## config.mk

```make
export PLATFORM = sky130hd
export DESIGN_NAME = coinc_neuron
export DESIGN_NICKNAME = d
export VERILOG_FILES = /design/src/rtl/coinc_neuron_pkg.sv /design/src/rtl/coinc_synapse_dp.sv /design/src/rtl/coinc_fire_ctrl.sv /design/src/rtl/coinc_neuron.sv
export SDC_FILE = /design/constraint.sdc
export NUM_CORES = 1
export LEC_CHECK = 0
export BUFFER_PORTS_ARGS = -buffer_cell sky130_fd_sc_hd__buf_4
export CORE_UTILIZATION = 40
export DETAILED_ROUTE_END_ITERATION = 6
export SYNTH_ARGS = -nofsm -noshare
export SYNTH_HDL_FRONTEND = slang
export SYNTH_SLANG_ARGS = --single-unit
```

## constraint.sdc

```tcl
create_clock -name clk -period 17.2 [get_ports clk]
set_input_delay 1.72 -clock clk [delete_from_list [all_inputs] [get_ports clk]]
set_output_delay 1.72 -clock clk [all_outputs]
set_load 0.02 [all_outputs]
```

## src/rtl/coinc_neuron_pkg.sv

```systemverilog
package coinc_neuron_pkg;

  // Strobes from the fire control to the synapse datapath
  typedef struct packed {
    logic accept;    // hits may be taken this cycle
    logic clearAll;  // hold every synapse timer cleared
  } nrnStrobe_t;

  typedef enum logic [1:0] {
    ST_IDLE = 2'd0,
    ST_PEND = 2'd1,
    ST_REFR = 2'd2
  } nrnState_t;

endpackage

```

## src/rtl/coinc_synapse_dp.sv

```systemverilog
module coinc_synapse_dp
  import coinc_neuron_pkg::*;
#(
  parameter int ADDR_W     = 12,
  parameter int NUM_SYN    = 4,
  parameter int THRESH     = 3,
  parameter int WINDOW_CYC = 64,
  parameter int TMR_W      = 7,
  parameter int SUM_W      = 9
) (
  input  logic               clk,
  input  logic               rstN,
  input  logic [ADDR_W-1:0]  selfAddr,
  input  logic [ADDR_W-1:0]  preAddr,
  input  logic [NUM_SYN-1:0] preActive,
  input  nrnStrobe_t         strb,
  output logic               coinc,
  output logic [SUM_W-1:0]   delaySum,
  output logic [NUM_SYN-1:0] tmrLive
);

  localparam int PC_W = $clog2(NUM_SYN + 1);

  logic [TMR_W-1:0]   tmrVal [NUM_SYN];
  logic [NUM_SYN-1:0] hitVec;
  logic               addrHit;
  logic [PC_W-1:0]    liveCount;

  always_comb begin
    addrHit = (preAddr == selfAddr);
    for (int i = 0; i < NUM_SYN; i++) begin
      hitVec[i] = strb.accept && addrHit && preActive[i] && !tmrLive[i];
    end
  end

  // Count synapses live now plus new hits; sum ages of the live ones
  always_comb begin
    liveCount = '0;
    delaySum  = '0;
    for (int i = 0; i < NUM_SYN; i++) begin
      liveCount = liveCount + PC_W'(tmrLive[i] | hitVec[i]);
      if (tmrLive[i]) delaySum = delaySum + SUM_W'(tmrVal[i]);
    end
    coinc = (liveCount >= PC_W'(THRESH));
  end

  // One age timer per synapse
  for (genvar g = 0; g < NUM_SYN; g++) begin : gSyn
    always_ff @(posedge clk or negedge rstN) begin
      if (!rstN) begin
        tmrLive[g] <= 1'b0;
        tmrVal[g]  <= '0;
      end else if (strb.clearAll || coinc) begin
        tmrLive[g] <= 1'b0;
        tmrVal[g]  <= '0;
      end else if (hitVec[g]) begin
        tmrLive[g] <= 1'b1;
        tmrVal[g]  <= TMR_W'(1);
      end else if (tmrLive[g]) begin
        if (tmrVal[g] == TMR_W'(WINDOW_CYC - 1)) begin
          tmrLive[g] <= 1'b0;
          tmrVal[g]  <= '0;
        end else begin
          tmrVal[g] <= tmrVal[g] + TMR_W'(1);
        end
      end
    end
  end

endmodule

```

## src/rtl/coinc_fire_ctrl.sv

```systemverilog
module coinc_fire_ctrl
  import coinc_neuron_pkg::*;
#(
  parameter int SUM_W       = 9,
  parameter int REFRACT_CYC = 64
) (
  input  logic             clk,
  input  logic             rstN,
  input  logic             coinc,
  input  logic [SUM_W-1:0] delaySum,
  output nrnStrobe_t       strb,
  output logic             postActive
);

  localparam int REF_W = $clog2(REFRACT_CYC + 1);
  localparam int CNT_W = (SUM_W > REF_W) ? SUM_W : REF_W;

  nrnState_t        state;
  logic [CNT_W-1:0] cnt;

  always_comb begin
    strb.accept   = (state == ST_IDLE);
    strb.clearAll = (state != ST_IDLE);
  end

  always_ff @(posedge clk or negedge rstN) begin
    if (!rstN) begin
      state      <= ST_IDLE;
      cnt        <= '0;
      postActive <= 1'b0;
    end else begin
      postActive <= 1'b0;
      case (state)
        ST_IDLE: begin
          if (coinc) begin
            state <= ST_PEND;
            cnt   <= CNT_W'(delaySum);
          end
        end
        ST_PEND: begin
          if (cnt == '0) begin
            postActive <= 1'b1;
            if (REFRACT_CYC == 0) begin
              state <= ST_IDLE;
            end else begin
              state <= ST_REFR;
              cnt   <= CNT_W'(REFRACT_CYC);
            end
          end else begin
            cnt <= cnt - CNT_W'(1);
          end
        end
        ST_REFR: begin
          if (cnt <= CNT_W'(1)) state <= ST_IDLE;
          cnt <= cnt - CNT_W'(1);
        end
        default: state <= ST_IDLE;
      endcase
    end
  end

endmodule

```

## src/rtl/coinc_neuron.sv

```systemverilog
module coinc_neuron
  import coinc_neuron_pkg::*;
#(
  parameter int ADDR_W     = 12,
  parameter int NUM_SYN    = 4,
  parameter int THRESH     = 3,
  parameter int CLK_KHZ    = 66000,
  parameter int WINDOW_US  = 1000,
  parameter int REFRACT_US = 1000
) (
  input  logic               clk,
  input  logic               rstN,
  input  logic [ADDR_W-1:0]  selfAddr,
  input  logic [ADDR_W-1:0]  preAddr,
  input  logic [NUM_SYN-1:0] preActive,
  output logic [ADDR_W-1:0]  postAddr,
  output logic               postActive
);

  localparam int WINDOW_CYC  = CLK_KHZ * WINDOW_US / 1000;
  localparam int REFRACT_CYC = CLK_KHZ * REFRACT_US / 1000;
  localparam int TMR_W       = $clog2(WINDOW_CYC + 1);
  localparam int SUM_W       = TMR_W + $clog2(NUM_SYN + 1);

  nrnStrobe_t         strb;
  logic               coinc;
  logic [SUM_W-1:0]   delaySum;
  logic [NUM_SYN-1:0] tmrLive;

  coinc_synapse_dp #(
    .ADDR_W(ADDR_W), .NUM_SYN(NUM_SYN), .THRESH(THRESH),
    .WINDOW_CYC(WINDOW_CYC), .TMR_W(TMR_W), .SUM_W(SUM_W)
  ) dp (
    .clk(clk), .rstN(rstN), .selfAddr(selfAddr), .preAddr(preAddr),
    .preActive(preActive), .strb(strb), .coinc(coinc),
    .delaySum(delaySum), .tmrLive(tmrLive)
  );

  coinc_fire_ctrl #(
    .SUM_W(SUM_W), .REFRACT_CYC(REFRACT_CYC)
  ) ctrl (
    .clk(clk), .rstN(rstN), .coinc(coinc), .delaySum(delaySum),
    .strb(strb), .postActive(postActive)
  );

  assign postAddr = selfAddr;

endmodule

```

==> results of run 1 <==
power by group:
part / switching [uW] / internal [uW] / leakage (uW)
Sequential: 20.0 / 241 / 0.00132
Combinational: 224 / 114 / 0.00302
Clock: 101 / 119 / 0.000152
worst max-delay path: stages (launching register included):
cell	delay (ns)
dfrtp_1	0.77
and2_1	0.34
ha_1	0.21
fa_1	0.46
maj3_2	0.34
and3_1	0.18
a211o_1	0.30
a21oi_4	0.21
xnor2_1	0.14
nand2_1	0.08
xor2_1	0.20
ha_1	0.28
or3_1	0.38
o21ai_0	0.34
nand2_1	0.14
a21o_1	0.19
a21oi_1	0.16
xnor2_1	0.08
mux2_2	0.29
ha_1	0.36
nand3_1	0.10
o31ai_1	0.41
a21oi_1	0.13
nor2b_1	0.16
nor3_1	0.06
nor2_1	0.10
mux2_2	0.34
o21ai_0	0.13
per-layer routing:
metal	wire [um]	part of all wire (%)	track usage (%)	vias up
li1	-	-	-	4089
met2	10700	44	35.2	253
met5	0	0	0	-
met1	11600	48	32.0	3867
met3	1520	6.3	3.76	33
met4	492	2.0	7.02	0
path summary, 6_finish.rpt:
kind                       slack, ns  cells after the start                       from                        end
setup / recovery               10.23                     27    dp.tmrLive[0]$_DFF_PN0_   ctrl.cnt[18]$_DFFE_PN0P_
hold / removal                  0.52                      1  dp.tmrVal[33]$_DFFE_PN0P_  dp.tmrVal[33]$_DFFE_PN0P_
setup reg to reg               10.23                     27    dp.tmrLive[0]$_DFF_PN0_   ctrl.cnt[18]$_DFFE_PN0P_
hold reg to reg                 0.52                      1  dp.tmrVal[33]$_DFFE_PN0P_  dp.tmrVal[33]$_DFFE_PN0P_
max in group asynchronous      14.68                      2                       rstN  dp.tmrVal[15]$_DFFE_PN0P_
min in group asynchronous       1.36                      1                       rstN  dp.tmrVal[48]$_DFFE_PN0P_
synth_stat cells, types with 24 or more instances:
master,instances
inv_1,38
a21oi_1,71
nor2_1,100
o21ai_0,156
ha_1,62
and3_1,39
a21o_1,24
dfrtp_1,95
clkbuf_1,39
nand2_1,112
nand3_1,32
xnor2_1,45
logic make-up after synthesis:
group | Yosys count | share of synthesized area (%)
simple gates | 400 | 22.5
xor+xnor | 66 | 6.59
fa+ha+maj | 67 | 9.88
mux | 19 | 2.34
compound gates | 374 | 26.6
buf+inv | 100 | 5.07
flops | 95 | 27.1
cell type report:
type                            instances  area (sq um)
Tap cell                              275           344
Clock buffer                           10           239
Clock inverter                          6          75.1
Fill cell                            2129         11800
Inverter                               38           143
Multi-Input combinational cell        926          5950
Timing Repair Buffer                   52           390
Sequential cell                        95          2380
per-stage QoR:
step | area (sq um) | hold WS [ns] | cells | setup WS, ns
4_1_cts | 9520 | 0.531 | 1402 | 10.27
6_report | 9520 | 0.519 | 1402 | 10.23
2_1_floorplan | 8780 | 0.466 | 1121 | 11.12
3_5_place_dp | 9210 | 0.517 | 1386 | 10.34
5_1_grt | 9520 | 0.567 | 1402 | 9.75
3_3_place_gp | 9210 | 0.525 | 1386 | 10.47
state kept, by name, summed over array words and instances, names as in the netlist:
name             flops
ctrl.postActive      1
ctrl.cnt            20
dp.tmrVal           68
ctrl.state           2
dp.tmrLive           4
==> flow_summary.toml, run 1 <==
[logic_synthesis]
synth_flop_cell = "dfrtp_1"
synth_top_area_cell = "dfrtp_1"
synth_edf_count = 0
avgSynthCellArea_sq_um = 7.83
seq_area_frac_synth_pct = 27.1
synth-async-reset-ratio_pct = 100
ys_ff_latch = 95
synth_nets = 1217
synth.top_cell.area_share_pct = 27.1
syn_inst = 1121
synth_area_leaders = "dfrtp_1 (27%), o21ai_0 (8.9%), ha_1 (8.8%)"
syn_area_sq_mm = 0.00878
ys_types = 82
synth_warnings = 0

[global_route]
grt_pass1_vias = 7741
antenna_found_initial = 0
grt_pass1_wl_um = 39900
grt_max_degree = 55
grt-ovfl-total = 0
track_usage_pct = 22.7

[drt]
routed_wl_um = 24300
drt_iter0_markers = 639
drtAntennaViolNets = 0
routedWlPerCell_um = 17.3
num_vias = 8242
drc = 0
viasPerCell = 5.88
dr.pass1.iters = 7

[timing]
setup_tns_ns = 0
worst_pin_slew_ns = 1.02
maxSlewViolCount = 0
finalCritPeriodShare_pct = 40.5
max_freq_ghz = 0.144
finalCriticalPeriod_ns = 6.97
setup_viol = 0
rsz0062_at_grt = "no"
timing_hold_violations_final = 0
max-slew-margin-rel_pct = 31.8
fin_skew_ns = 0.0102

[floorplanning]
dieArea_sq_mm = 0.0225
rows = 53
dieWidth_um = 150
core-area_sq_mm = 0.0213
start_util_pct = 41.2
die_y_um = 150
pin_count = 43

[clocking]
path_clk_slew_ns = 0.07
cts_buffers = 9
cts_num_sinks = 95
post_cts_buffers = 0
h-tree-depth = 3
cts_hold_buf = 0
root_buffer = "clkbuf_16"
cts_resized = 0
clk_latency_ns = 0.37
cts_buffer_depth = 2
cts_tree = "yes"

[worst_setup_path]
crit_type = "reg -> reg"
start_kind = "flip-flop"
cp_max_fo = 39
required_ns = 17.48
endpoint_kind = "flip-flop"
cp.arrival_ns = 7.25

[status]
outcome = "complete, no violations"

[finish]
final_cell_mix = "o21ai_0 (156), nand2_1 (112), nor2_1 (100), dfrtp_1 (95), a21oi_1 (71)"
final_common_cell = "o21ai_0"
drive_above_1_share_pct = 9.49
area_growth_pct = 8.50
utilization_pct = 44.7
nets = 1218
antennaDiodeCount = 0

[power_and_ir_drop]
vdd_drop_max_uv = 52.3
p_per_area_mw_per_mm2 = 86.0
power_uw = 819
leakage_uw = 0.00449

[job]
timing.max_cap.violations = 0

[hold_path]
hp-class = "reg -> reg"

[placed_design]
io_buffers = 42
place.gp.congestion = 0.902
dp_hpwl_um = 18100
No activity file was read; power rests on OpenSTA's default activity.
==> inputs of run 2 (changes only) <==
==> constraint.sdc (replaced) <==
create_clock -name clk -period 6.5 [get_ports clk]
set_input_delay 0.65 -clock clk [delete_from_list [all_inputs] [get_ports clk]]
set_output_delay 0.65 -clock clk [all_outputs]
set_load 0.02 [all_outputs]
==> run 2 against run 1 <==
Net effect: register-to-register slack got worse by 9.8 ns; wire length rose by 0.68%; cell count fell by 0.14%; cell area rose by 0.33%; worst hold slack got worse by 0.26 ns; sequential power rose to 2.6 times the previous value; die area did not move; first-iteration DRC count fell by 11%; fmax rose by 14%; worst setup slack got worse by 9.8 ns; largest power group unchanged; highest routed layer unchanged.
==> flow_summary.toml, run 2 (synthesis results as in run 1) <==
[worst_setup_path]
start_kind = "flip-flop"
crit_start = "dp.tmrVal[51]$_DFFE_PN0P_"
crit_type = "reg -> reg"
required_ns = 6.78
endpoint_kind = "flip-flop"
reg2reg_from = "dp.tmrVal[51]$_DFFE_PN0P_"
crit_buf_inv = 0
max_stage_delay_ns = 0.42
cpLargestDelayFamily = "compound AO/OA/AOI/OAI gates"
cp_max_fo = 5
cp.arrival_ns = 6.37
cp_slowest_cell = "dfrtp_1"

[global_route]
antenna_found_initial = 1
grt_pass1_wl_um = 39200
track_usage_pct = 22.5
grt_pass1_vias = 7456
grt_max_degree = 57
grt-ovfl-total = 0

[job]
timing.max_cap.violations = 0

[placed_design]
io_buffers = 42
place.gp.congestion = 0.878
dp_hpwl_um = 18400

[timing]
setup_viol = 0
max_freq_ghz = 0.164
worst_pin_slew_ns = 0.881
maxSlewViolCount = 0
finalCritPeriodShare_pct = 93.7
max-slew-margin-rel_pct = 40.9
timing_hold_violations_final = 0
setup_tns_ns = 0
rsz0062_at_grt = "no"
finalCriticalPeriod_ns = 6.09
fin_skew_ns = 0.0123

[power_and_ir_drop]
leakage_uw = 0.00448
vdd_drop_max_uv = 142
power_uw = 2130
p_per_area_mw_per_mm2 = 223

[clocking]
cts_num_sinks = 95
cts_hold_buf = 0
h-tree-depth = 3
clk_latency_ns = 0.37
cts_buffer_depth = 2
cts_tree = "yes"
cts_resized = 0
root_buffer = "clkbuf_16"
cts_buffers = 9
path_clk_slew_ns = 0.08
post_cts_buffers = 0

[drt]
drtAntennaViolNets = 0
routedWlPerCell_um = 17.5
dr.pass1.iters = 5
drt_iter0_markers = 570
viasPerCell = 5.89
num_vias = 8251
routed_wl_um = 24500
drc = 0

[status]
outcome = "complete, no violations"

[finish]
final_common_cell = "o21ai_0"
nets = 1217
reg_top3 = "dp.tmrVal: 68 flops, ctrl.cnt: 20 flops, dp.tmrLive: 4 flops"
antennaDiodeCount = 0
fillers = 2105
final_cell_mix = "o21ai_0 (153), nand2_1 (112), nor2_1 (99), dfrtp_1 (95), a21oi_1 (70)"
largest_reg_flops = 68
area_growth_pct = 8.85
largest-register = "dp.tmrVal"
utilization_pct = 44.9
drive_above_1_share_pct = 10.4

[floorplanning]
rows = 53
dieArea_sq_mm = 0.0225
core-area_sq_mm = 0.0213
start_util_pct = 41.2
pin_count = 43
die_y_um = 150
dieWidth_um = 150

[hold_path]
hp-class = "in -> async"
[run 2: cell count changes in the layout (fill, tap and decap cells not counted), moves of 2 or more]
cell	delta
o21ai_0	-3
nor3_2	+2
o21ai_1	+2
clkinvlp_4	+2
nor3_1	-2
[run 2: metrics by stage]
step                      setup WS [ns]  hold slack [ns]  cells  cell area, sq um
after CTS                         0.162            0.295   1400              9510
after detailed placement          0.227            0.532   1385              9210
after global routing             0.0229            0.324   1400              9550
final                             0.410            0.257   1400              9550
after global placement            0.279            0.526   1385              9210
after floorplan                   0.423            0.354   1121              8780
[run 2: layout make-up]
type / count / area (sq um) / area share (%)
repair buffers: 51 / 383 / 4.01
inverters: 38 / 143 / 1.49
clock inverters: 6 / 70.1 / 0.733
well taps: 275 / 344 / 3.60
flip-flops and latches: 95 / 2380 / 24.9
clock buffers: 9 / 225 / 2.36
multi-input cells: 926 / 6010 / 62.9
[run 2: path summary, 6_finish.rpt]
check,endpoint,slack [ns],depth (start not counted)
min in group clk,dp.tmrVal[3]$_DFFE_PN0P_,0.53,1
max,ctrl.cnt[18]$_DFFE_PN0P_,0.41,29
min,dp.tmrVal[48]$_DFFE_PN0P_,0.26,1
min reg2reg,dp.tmrVal[3]$_DFFE_PN0P_,0.53,1
max reg2reg,ctrl.cnt[18]$_DFFE_PN0P_,0.41,29
max in group asynchronous,ctrl.cnt[0]$_DFFE_PN0P_,5.09,2
[run 2: power breakdown]
| group | total (uW) | switching [uW] | internal, uW |
|---|---|---|---|
| clock network | 558 | 259 | 299 |
| registers | 690 | 52.5 | 637 |
| logic | 886 | 591 | 294 |
| total | 2130 | 903 | 1230 |
[run 2: layer usage]
| layer | part of all wire (%) | GRT usage (%) |
|---|---|---|
| met5 | 0 | 0 |
| met4 | 2.0 | 7.17 |
| met3 | 5.3 | 3.15 |
| met1 | 49 | 32.2 |
| met2 | 44 | 34.7 |
